**config.mk**
```make
export PLATFORM = sky130hd
export DESIGN_NAME = ddr2_tc_bank
export DESIGN_NICKNAME = d
export VERILOG_FILES = /design/src/rtl/ddr2_tc_downcnt.sv /design/src/rtl/ddr2_tc_bank.sv
export SDC_FILE = /design/constraint.sdc
export NUM_CORES = 1
export LEC_CHECK = 0
export BUFFER_PORTS_ARGS = -buffer_cell sky130_fd_sc_hd__clkbuf_2
export CORE_UTILIZATION = 60
export DETAILED_ROUTE_END_ITERATION = 12
export PLACE_DENSITY_LB_ADDON = 0.12
export SLEW_MARGIN = 30
export SYNTH_ARGS = -nofsm -noshare
export SYNTH_HDL_FRONTEND = slang
export SYNTH_SLANG_ARGS = --single-unit
```
**constraint.sdc**
```tcl
create_clock -name clk -period 3.5 [get_ports clk]
set_input_delay 0.7 -clock clk [delete_from_list [all_inputs] [get_ports clk]]
set_output_delay 0.7 -clock clk [all_outputs]
set_load 0.02 [all_outputs]
```
**src/rtl/ddr2_tc_downcnt.sv**
```systemverilog
// Saturating spacing timer.
// On load it takes the larger of (limit-1) and its own decremented value, so
// a second start never shortens a window that is still open. It counts down
// to zero and stops there. busy is high while a later command would be early.
// Assumes the limit is counted in clock cycles from the starting command.
module ddr2_tc_downcnt #(
    parameter int TW = 8
) (
    input  logic          clk,
    input  logic          rst_n,
    input  logic          load,
    input  logic [TW-1:0] lim,
    output logic          busy
);
    logic [TW-1:0] cnt;
    logic [TW-1:0] dec;
    logic [TW-1:0] lim_m1;
    logic [TW-1:0] nxt;

    // Next value: decrement with saturation, then extend on load.
    always_comb begin
        dec    = (cnt == '0) ? '0 : cnt - TW'(1);
        lim_m1 = (lim == '0) ? '0 : lim - TW'(1);
        nxt    = dec;
        if (load && (lim_m1 > dec)) nxt = lim_m1;
    end

    // Timer state register.
    always_ff @(posedge clk) begin
        if (!rst_n) cnt <= '0;
        else        cnt <= nxt;
    end

    assign busy = (cnt != '0);
endmodule

```
**src/rtl/ddr2_tc_bank.sv**
```systemverilog
// Timers for one bank.
// Holds the windows that only commands to this bank open: row-to-column,
// active-to-precharge and row cycle (started by activate), read-to-precharge
// (read), write recovery (write) and precharge-to-activate (precharge).
// Assumes the strobes are already qualified by the bank number.
module ddr2_tc_bank #(
    parameter int TW = 8
) (
    input  logic          clk,
    input  logic          rst_n,
    input  logic          act,
    input  logic          rd,
    input  logic          wr,
    input  logic          pre,
    input  logic [TW-1:0] t_rcd,
    input  logic [TW-1:0] t_ras,
    input  logic [TW-1:0] t_rtp,
    input  logic [TW-1:0] t_wr,
    input  logic [TW-1:0] t_rc,
    input  logic [TW-1:0] t_rp,
    output logic          busy_rcd,
    output logic          busy_ras,
    output logic          busy_rtp,
    output logic          busy_wr,
    output logic          busy_rc,
    output logic          busy_rp
);
    ddr2_tc_downcnt #(.TW(TW)) u_rcd (.clk(clk), .rst_n(rst_n), .load(act), .lim(t_rcd), .busy(busy_rcd));
    ddr2_tc_downcnt #(.TW(TW)) u_ras (.clk(clk), .rst_n(rst_n), .load(act), .lim(t_ras), .busy(busy_ras));
    ddr2_tc_downcnt #(.TW(TW)) u_rc  (.clk(clk), .rst_n(rst_n), .load(act), .lim(t_rc),  .busy(busy_rc));
    ddr2_tc_downcnt #(.TW(TW)) u_rtp (.clk(clk), .rst_n(rst_n), .load(rd),  .lim(t_rtp), .busy(busy_rtp));
    ddr2_tc_downcnt #(.TW(TW)) u_wr  (.clk(clk), .rst_n(rst_n), .load(wr),  .lim(t_wr),  .busy(busy_wr));
    ddr2_tc_downcnt #(.TW(TW)) u_rp  (.clk(clk), .rst_n(rst_n), .load(pre), .lim(t_rp),  .busy(busy_rp));
endmodule

```
# Word level (Yosys, flattened, before mapping)
# Index checks and enable logic that the tools add are counted.
# word_totals
reg_bits	48
latch_bits	0
ram_bits	0
mem_bits_ro	0
inputBits	54
output_inout_bits	6
word_cells	66
n_memories	0
# op_classes
add_sub_neg	12
n_mul	0
n_div	0
magnitude_cmp	6
n_eq_ne	0
shift	0
n_mux	18
bitwise	0
n_reduce_logical	24
# ops
cell	count
8-bit two-way mux	18
8-bit zero test	12
8-bit by 1-bit subtractor with 8-bit output, second input constant	12
8-bit greater-than comparator	6
8-bit nonzero test	6
1-bit logical AND	6

# Logic depth before layout (Yosys ltp)
# Gate-level depths: netlist of run 1.
# logic_depth
depth_word	5
ltp_mapped	13
mapped_depth_nobuf	12

# Modules after synthesis
# A second synthesis of run 1 with hierarchy kept.
# unflattened
hier_cells	654
area_unflattened_um2	5405.2
# by_module_without_submodules
module	instances	cells_each	area_per_inst_um2	seq_area_each_um2
ddr2_tc_downcnt	6	109	900.9	160.2

# Least setup slack after synthesis of run 1
# OpenSTA, ideal clock, no wires.
# synth_path
path_type	input -> register
startpoint	input t_ras[2]
endpoint	register u_ras.cnt[1]
setup_time_ns	0.087
t_arrival_ns	3.021
required_ns	3.413
setup_slack_ns	0.392
stages	10
path_buffers	1
cell_sequence	or3_1 nor3_1 mux2_2 ha_1 a211o_1 a21oi_1 and3_1 clkbuf_1 nor2_1 o31ai_1
# synth_via
elab_chain_len	5
elab_cells_between_ends	6
# synth_lines
element	line_no	source
start: declaration	ddr2_tc_bank.sv:16	input logic [TW-1:0] t_ras,
8-bit by 1-bit subtractor with 8-bit output or 8-bit zero test (tied branches)	ddr2_tc_downcnt.sv:23	lim_m1 = (lim == '0) ? '0 : lim - TW'(1);
8-bit two-way mux (*)	ddr2_tc_downcnt.sv:23	
8-bit greater-than comparator	ddr2_tc_downcnt.sv:25	if (load && (lim_m1 > dec)) nxt = lim_m1;
1-bit logical AND	ddr2_tc_downcnt.sv:25	
8-bit two-way mux (*)	ddr2_tc_downcnt.sv:25	
end signal: assignment	ddr2_tc_downcnt.sv:31	else cnt <= nxt;
end: declaration	ddr2_tc_downcnt.sv:15	logic [TW-1:0] cnt;
# Mark *: on every way between the ends. The rest lies on a longest branch, timed or not.
# A chain may end at the register's enable or synchronous reset.

# Worst setup path in the final report of run 1
# layout_path
startpoint	input t_rp[0]
endpoint	register u_rp.cnt[6]
# layout_via
elab_chain_len	5
elab_cells_between_ends	6
# layout_lines
element	line_no	source
start: declaration	ddr2_tc_bank.sv:20	input logic [TW-1:0] t_rp,
8-bit by 1-bit subtractor with 8-bit output or 8-bit zero test (tied branches)	ddr2_tc_downcnt.sv:23	
8-bit two-way mux (*)	ddr2_tc_downcnt.sv:23	
8-bit greater-than comparator	ddr2_tc_downcnt.sv:25	
1-bit logical AND	ddr2_tc_downcnt.sv:25	
8-bit two-way mux (*)	ddr2_tc_downcnt.sv:25	
end signal: assignment	ddr2_tc_downcnt.sv:31	
end: declaration	ddr2_tc_downcnt.sv:15	
# Marked as above.

==> metrics.txt, run 1 <==
status finished clean; Max Slew Vio Count 0; worst-margin pin slew 607.4 ps; core box area 0.008175 mm2; Min-Delay Startpoint u_rc.cnt[0]; final setup vio count 0; ys async rst share 0%; Avg Synthesized Cell Area 7.892 um2; Slew HR 58.93%; r2r setup slk 410 ps; DIE HEIGHT 93.54 um; DRC 0; FP Rows 33; CTS Buf Count 5; GR Util All Layers 25.63%; antenna-violating nets left 0; Area Growth Syn to Fin 10.90%; CTS tree done; number of max-cap violations 0; largest family of logic cells by synthesized area simple AND/OR/NAND/NOR gates; die area 0.008749 mm2; vias in the first global route 4499; Ys Warns 0; Worst VDD drop 0.0004972 V; largest net degree at the start of global routing 46; CTS H-tree depth 2; placed cells 797; global-route wire length before repair 18460 um; min cycle time layout 3128 ps; worst-skew pair later-pin latency 300 ps; DR pass1 iterations 4; Final Skew 8.574 ps; vias 4831; CP arrival 3340 ps; IO Pins 60; EDFF count, synth 0; Post-Layout Cell Count 805; TritonCTS Sinks 48; mux cell area share after synthesis 8.337%; nets@finish 819; worst-path maximum fanout 7; DP HPWL 9070 um; fmax 319.7 MHz; Post-CTS Setup Bufs 0; gate count of the mapped netlist 637; Hold WC Path Type reg -> reg; Distinct cells, synth 47; initial antenna violation count 0; top_reg_cell synth dfxtp_1; adder-cell share of the synthesized area 16.43%; endpoints failing hold 0; Mapped Area 0.005027 mm2; Synth Register Bits 48; Die X 93.54 um; # diodes 0; RSZ-0062 raised after global routing no; end point of the critical path u_rp.cnt[6]; crit path capture type register; post-synthesis sequential area ratio 19.11%; setup_tns 0 ps; WHS 630.9 ps; reg2reg path depth 12; syn nets 757; vias per inst 6.001; CP Launch Type input port; # hold bufs at CTS 0; Yosys top cell by area dfxtp_1; Routability Congestion 0.8905; layout cell share with drive strength beyond 1 15.71%; average wire per standard cell 13.63 um; post-CTS sizing 0; clock root cell clkbuf_8; Crit path required time 3720 ps; Port Buf Inserts 59; Synth area leaders dfxtp_1 19%, ha_1 16%, mux2i_1 5.0%, a21oi_1 4.6%, nor2_1 4.0%; crit path launch t_rp[0]; WS Path Type in -> reg; area share of the largest cell type after synthesis 19.11%; Iter 0 DRT Violations 164; initial core utilization 61.49%; pwr/cell area 844.5 mW/mm2; Worst-path clk slew 90 ps; Period Utilization, post-route 89.38%; leakage power 2.458 nW; end of the worst register-to-register path u_rc.cnt[2]; CTS Buffer Depth 2; DRT Wirelength 10980 um; worst r2r src u_rc.cnt[0]; Post-Synth XOR/XNOR Area 5.052%; GRT overflow 0; Synth Area in Compound Gates 16.23%; simple-gate portion of the synthesized area 31.53%
cell families (layout without fill, tap and decap cells):
kind of cell,after synthesis,in the layout
flip-flops,48,48
XOR/XNOR,29,29
adder cells (fa/ha/maj),66,66
multiplexers,40,40
buffers and inverters,44,107
AO/OA/AOI/OAI,126,126
AND/OR/NAND/NOR,284,284
how the worst min path moves through the flow:
stage / to / slack (ps) / depth (start not counted)
3_5_place_dp: u_rc.cnt[0] / 610 / 3
6_report: u_rc.cnt[0] / 630 / 3
5_1_grt: u_rcd.cnt[0] / 680 / 3
2_1_floorplan: u_rc.cnt[0] / 550 / 3
4_1_cts: u_rc.cnt[0] / 630 / 3
3_3_place_gp: u_rc.cnt[0] / 600 / 3
per-stage QoR:
step                      instance area [um2]  power (mW)  util (%)  worst slack, ps
final                                    5575       4.708     68.20            371.7
after CTS                                5575       4.704     68.20            371.3
after global routing                     5575       5.220     68.20            98.73
after global placement                   5464       4.148     66.84            141.9
after floorplan                          5027       3.594         -            392.0
after detailed placement                 5464       4.289     66.84            75.84
registers in the layout, indices dropped and copies added, names as in the netlist:
signal	flops
u_ras.cnt	8
u_rtp.cnt	8
u_rp.cnt	8
u_wr.cnt	8
u_rcd.cnt	8
u_rc.cnt	8
layout make-up:
cell class	count	area (um2)
Timing Repair Buffer	66	347.8
Sequential cell	48	960.9
Clock buffer	5	68.82
Multi-Input combinational cell	545	3900
Clock inverter	3	42.54
Inverter	33	123.9
Tap cell	105	131.4
Fill cell	685	2600
placed cells by master, fill, tap and decap left out, types with 6 or more instances in the layout:
cell,Yosys,routed
a211o_1,6,6
a211oi_1,10,10
a21oi_1,46,46
and2_1,7,7
and3_1,10,10
buf_4,0,7
clkbuf_2,0,59
dfxtp_1,48,48
ha_1,66,66
inv_1,30,30
mux2_2,15,15
mux2i_1,25,25
nand2_1,47,47
nand2b_1,6,6
nand3_1,19,19
nand3b_1,6,6
nand4_1,31,31
nor2_1,54,54
nor2b_1,16,16
nor3_1,35,35
nor3b_1,15,15
o211ai_1,7,7
o21a_1,10,10
o21ai_0,13,13
o31ai_1,22,22
or3_1,12,12
xnor2_1,15,15
xor2_1,14,14
where the power goes:
group	total [mW]	internal [mW]	switching (mW)
registers	0.964	0.765	0.199
clock network	0.397	0.211	0.186
logic	3.35	1.41	1.94
critical path, cell delays in order:
cell      delay [ps]
clkbuf_2         100
inv_1             80
ha_1             150
nor4b_1          510
nor2_1            70
mux2_2           310
ha_1             320
a211o_1          300
a21oi_1          240
and3_1           240
nor2_1           130
o31ai_1          210
synthesized netlist by cell type, drive strengths merged (14+ instances only):
cell / count
nor2: 54
nand4: 31
a21oi: 46
nand3: 19
mux2: 15
nor3: 38
mux2i: 25
ha: 66
nor2b: 16
inv: 30
nor3b: 15
o31ai: 22
xnor2: 15
xor2: 14
nand2: 48
dfxtp: 48
routing by layer:
| metal | track usage [%] | wire length (um) | vias up |
|---|---|---|---|
| li1 | - | - | 2491 |
| met1 | 29.42 | 4860 | 2243 |
| met2 | 48.59 | 5638 | 84 |
| met3 | 3.333 | 309 | 13 |
| met4 | 8.077 | 168 | 0 |
| met5 | 0 | 0 | - |
Power figures use the tool's default switching activity.
==> inputs of run 2 (changes only) <==
BUFFER_PORTS_ARGS = -buffer_cell sky130_fd_sc_hd__buf_2   (was -buffer_cell sky130_fd_sc_hd__clkbuf_2)
==> run 2 against run 1 <==
Power up 1.3%. Sequential power about the same. Core utilization about the same. Hold slack worse by 7.5 ps. Critical path depth down 2. Sequential share of layout area about the same. Flip-flop and latch count unchanged. Routed wire length up 5.3%. Critical path type unchanged.
==> metrics.txt, run 2 (synthesized netlist as in run 1, its figures left out) <==
GR Util All Layers 27.10% (+1.5 points); Hold WC Path Type reg -> reg; largest net degree at the start of global routing 47 (+2.2%); number of max-cap violations 0 (unchanged); Die X 93.54 um (unchanged); worst-margin pin slew 559.1 ps (-48.32 ps); post-CTS sizing 0 (unchanged); critical path's largest stage delay 430 ps (-80 ps); WS Path Type in -> reg; vias in the first global route 4762 (+5.8%); FP Rows 33 (unchanged); DRT Wirelength 11560 um (+5.3%); RSZ-0062 raised after global routing no; Slew HR 62.24% (+3.3 points); Buf+Inv Stages, Crit Path 1 (-1); leakage power 2.442 nW (-0.66%); Port Buf Inserts 59 (unchanged); CTS Buf Count 5 (unchanged); Worst VDD drop 0.0005608 V (+13%); clock root cell clkbuf_8; CTS tree done; Flop pwr share 20.3% (-0.2 points); worst-skew pair later-pin latency 310 ps (about the same); CP top delay family simple AND/OR/NAND/NOR gates; GRT overflow 0 (unchanged); Storage cell area 960.9 um2 (unchanged); crit path capture type register; Max Slew Vio Count 0 (unchanged); die area 0.008749 mm2 (unchanged); final setup vio count 0 (unchanged); antenna-violating nets left 0 (unchanged); DRC 0 (unchanged); # hold bufs at CTS 0 (unchanged); filler instances 707 (+3.2%); commonest non-fill, non-tap cell in the layout ha_1; Switch Pwr 2.376 mW (+2.4%); Final Skew 5.008 ps (-3.566 ps); Clk pwr share 8.5% (about the same); CP max-delay cell or3_1; initial antenna violation count 0 (unchanged); post-layout util 68.15% (about the same); Routability Congestion 0.8900 (about the same); DR pass1 iterations 4 (unchanged); fmax 317.8 MHz (-0.59%); global-route wire length before repair 19670 um (+6.5%); nets@finish 819 (unchanged); initial core utilization 61.49% (unchanged); vias per inst 6.035 (+0.56%); status finished clean; IO Pins 60 (unchanged); DP HPWL 9542 um (+5.2%); # diodes 0 (unchanged); Period Utilization, post-route 89.91% (+0.53 points); min cycle time layout 3147 ps (+18.63 ps); Cell Chain, Critical Path buf_2, or3_1, nor3_1, mux2_2, ha_1, a211o_1, a21oi_1, nand3_1, nand2_1, mux2i_1; most frequent cells in the layout 66 x ha_1, 59 x buf_2, 54 x nor2_1; Crit path required time 3740 ps (+20 ps); CTS Buffer Depth 2 (unchanged); vias 4858 (+0.56%); combinational power share 71.3% (+0.2 points); CTS H-tree depth 2 (unchanged); core box area 0.008175 mm2 (unchanged); Worst-path clk slew 90 ps (about the same); Cell Int Power 2.392 mW (+0.20%); pwr/cell area 855.9 mW/mm2 (+1.4%); Post-CTS Setup Bufs 0 (unchanged); Net Sw Frac 49.83% (+0.54 points); Iter 0 DRT Violations 187 (+14%); multi-input logic area 0.003900 mm2 (unchanged); DIE HEIGHT 93.54 um (unchanged); TritonCTS Sinks 48 (unchanged); CP Launch Type input port; average wire per standard cell 14.36 um (+5.3%); layout cell share with drive strength beyond 1 15.57% (-0.14 points); CP arrival 3380 ps (+40 ps); worst-path maximum fanout 6 (-1); setup_tns 0 ps (unchanged); Area Growth Syn to Fin 10.83% (about the same); endpoints failing hold 0 (unchanged)
## run 2: changes by cell type in the layout (fill, tap and decap cells not counted), sizes merged
cell and delta:
buf +59, clkbuf -58, clkinvlp -1
## run 2: per-stage QoR
| stage | area (um2) | std cells | worst slack [ps] | power, mW | hold WS, ps |
|---|---|---|---|---|---|
| 6_report | 5572 | 805 | 353.1 | 4.769 | 623.4 |
| 5_1_grt | 5572 | 805 | 80.10 | 5.254 | 676.8 |
| 4_1_cts | 5572 | 805 | 344.7 | 4.749 | 624.3 |
| 3_5_place_dp | 5464 | 797 | 27.37 | 4.331 | 611.6 |
| 3_3_place_gp | 5464 | 797 | 149.1 | 4.148 | 603.9 |
| 2_1_floorplan | 5027 | 637 | 392.0 | 3.594 | 552.8 |
## run 2: power by group through the flow
| stage | registers, mW | clock network, mW | logic (mW) |
|---|---|---|---|
| after global placement | 0.961 | 0 | 3.19 |
| after floorplan | 0.926 | 0 | 2.67 |
| final | 0.967 | 0.403 | 3.40 |
| after detailed placement | 0.978 | 0 | 3.35 |
| after global routing | 0.999 | 0.426 | 3.83 |
| after CTS | 0.965 | 0.409 | 3.38 |
## run 2: cell type report
| class | instances | share of cell area [%] |
|---|---|---|
| Clock buffer | 6 | 1.302 |
| Clock inverter | 2 | 0.6288 |
| Inverter | 33 | 2.223 |
| Multi-Input combinational cell | 545 | 70.00 |
| Sequential cell | 48 | 17.25 |
| Tap cell | 105 | 2.358 |
| Timing Repair Buffer | 66 | 6.243 |
## run 2: metal layers
metal	GRT usage, %	routed length (um)	up-vias
met3	3.252	378	19
met4	8.974	193	0
met5	0	0	-
met1	30.08	4899	2249
met2	52.63	6086	100
li1	-	-	2490
## run 2: path summary, 6_finish.rpt
kind | startpoint | end | slack [ps] | cells after the start
worst max register to register | u_rc.cnt[0] | u_rc.cnt[2] | 390 | 12
worst max-delay path | t_wr[1] | u_wr.cnt[3] | 350 | 10
worst min-delay path | u_rc.cnt[0] | u_rc.cnt[0] | 620 | 3
worst min register to register | u_rc.cnt[0] | u_rc.cnt[0] | 620 | 3
## run 2: tightest hold or removal path, stage by stage (launching register included)
cell and delay (ps):
dfxtp_1 360, a21oi_1 80, o211ai_1 80, o31ai_1 70
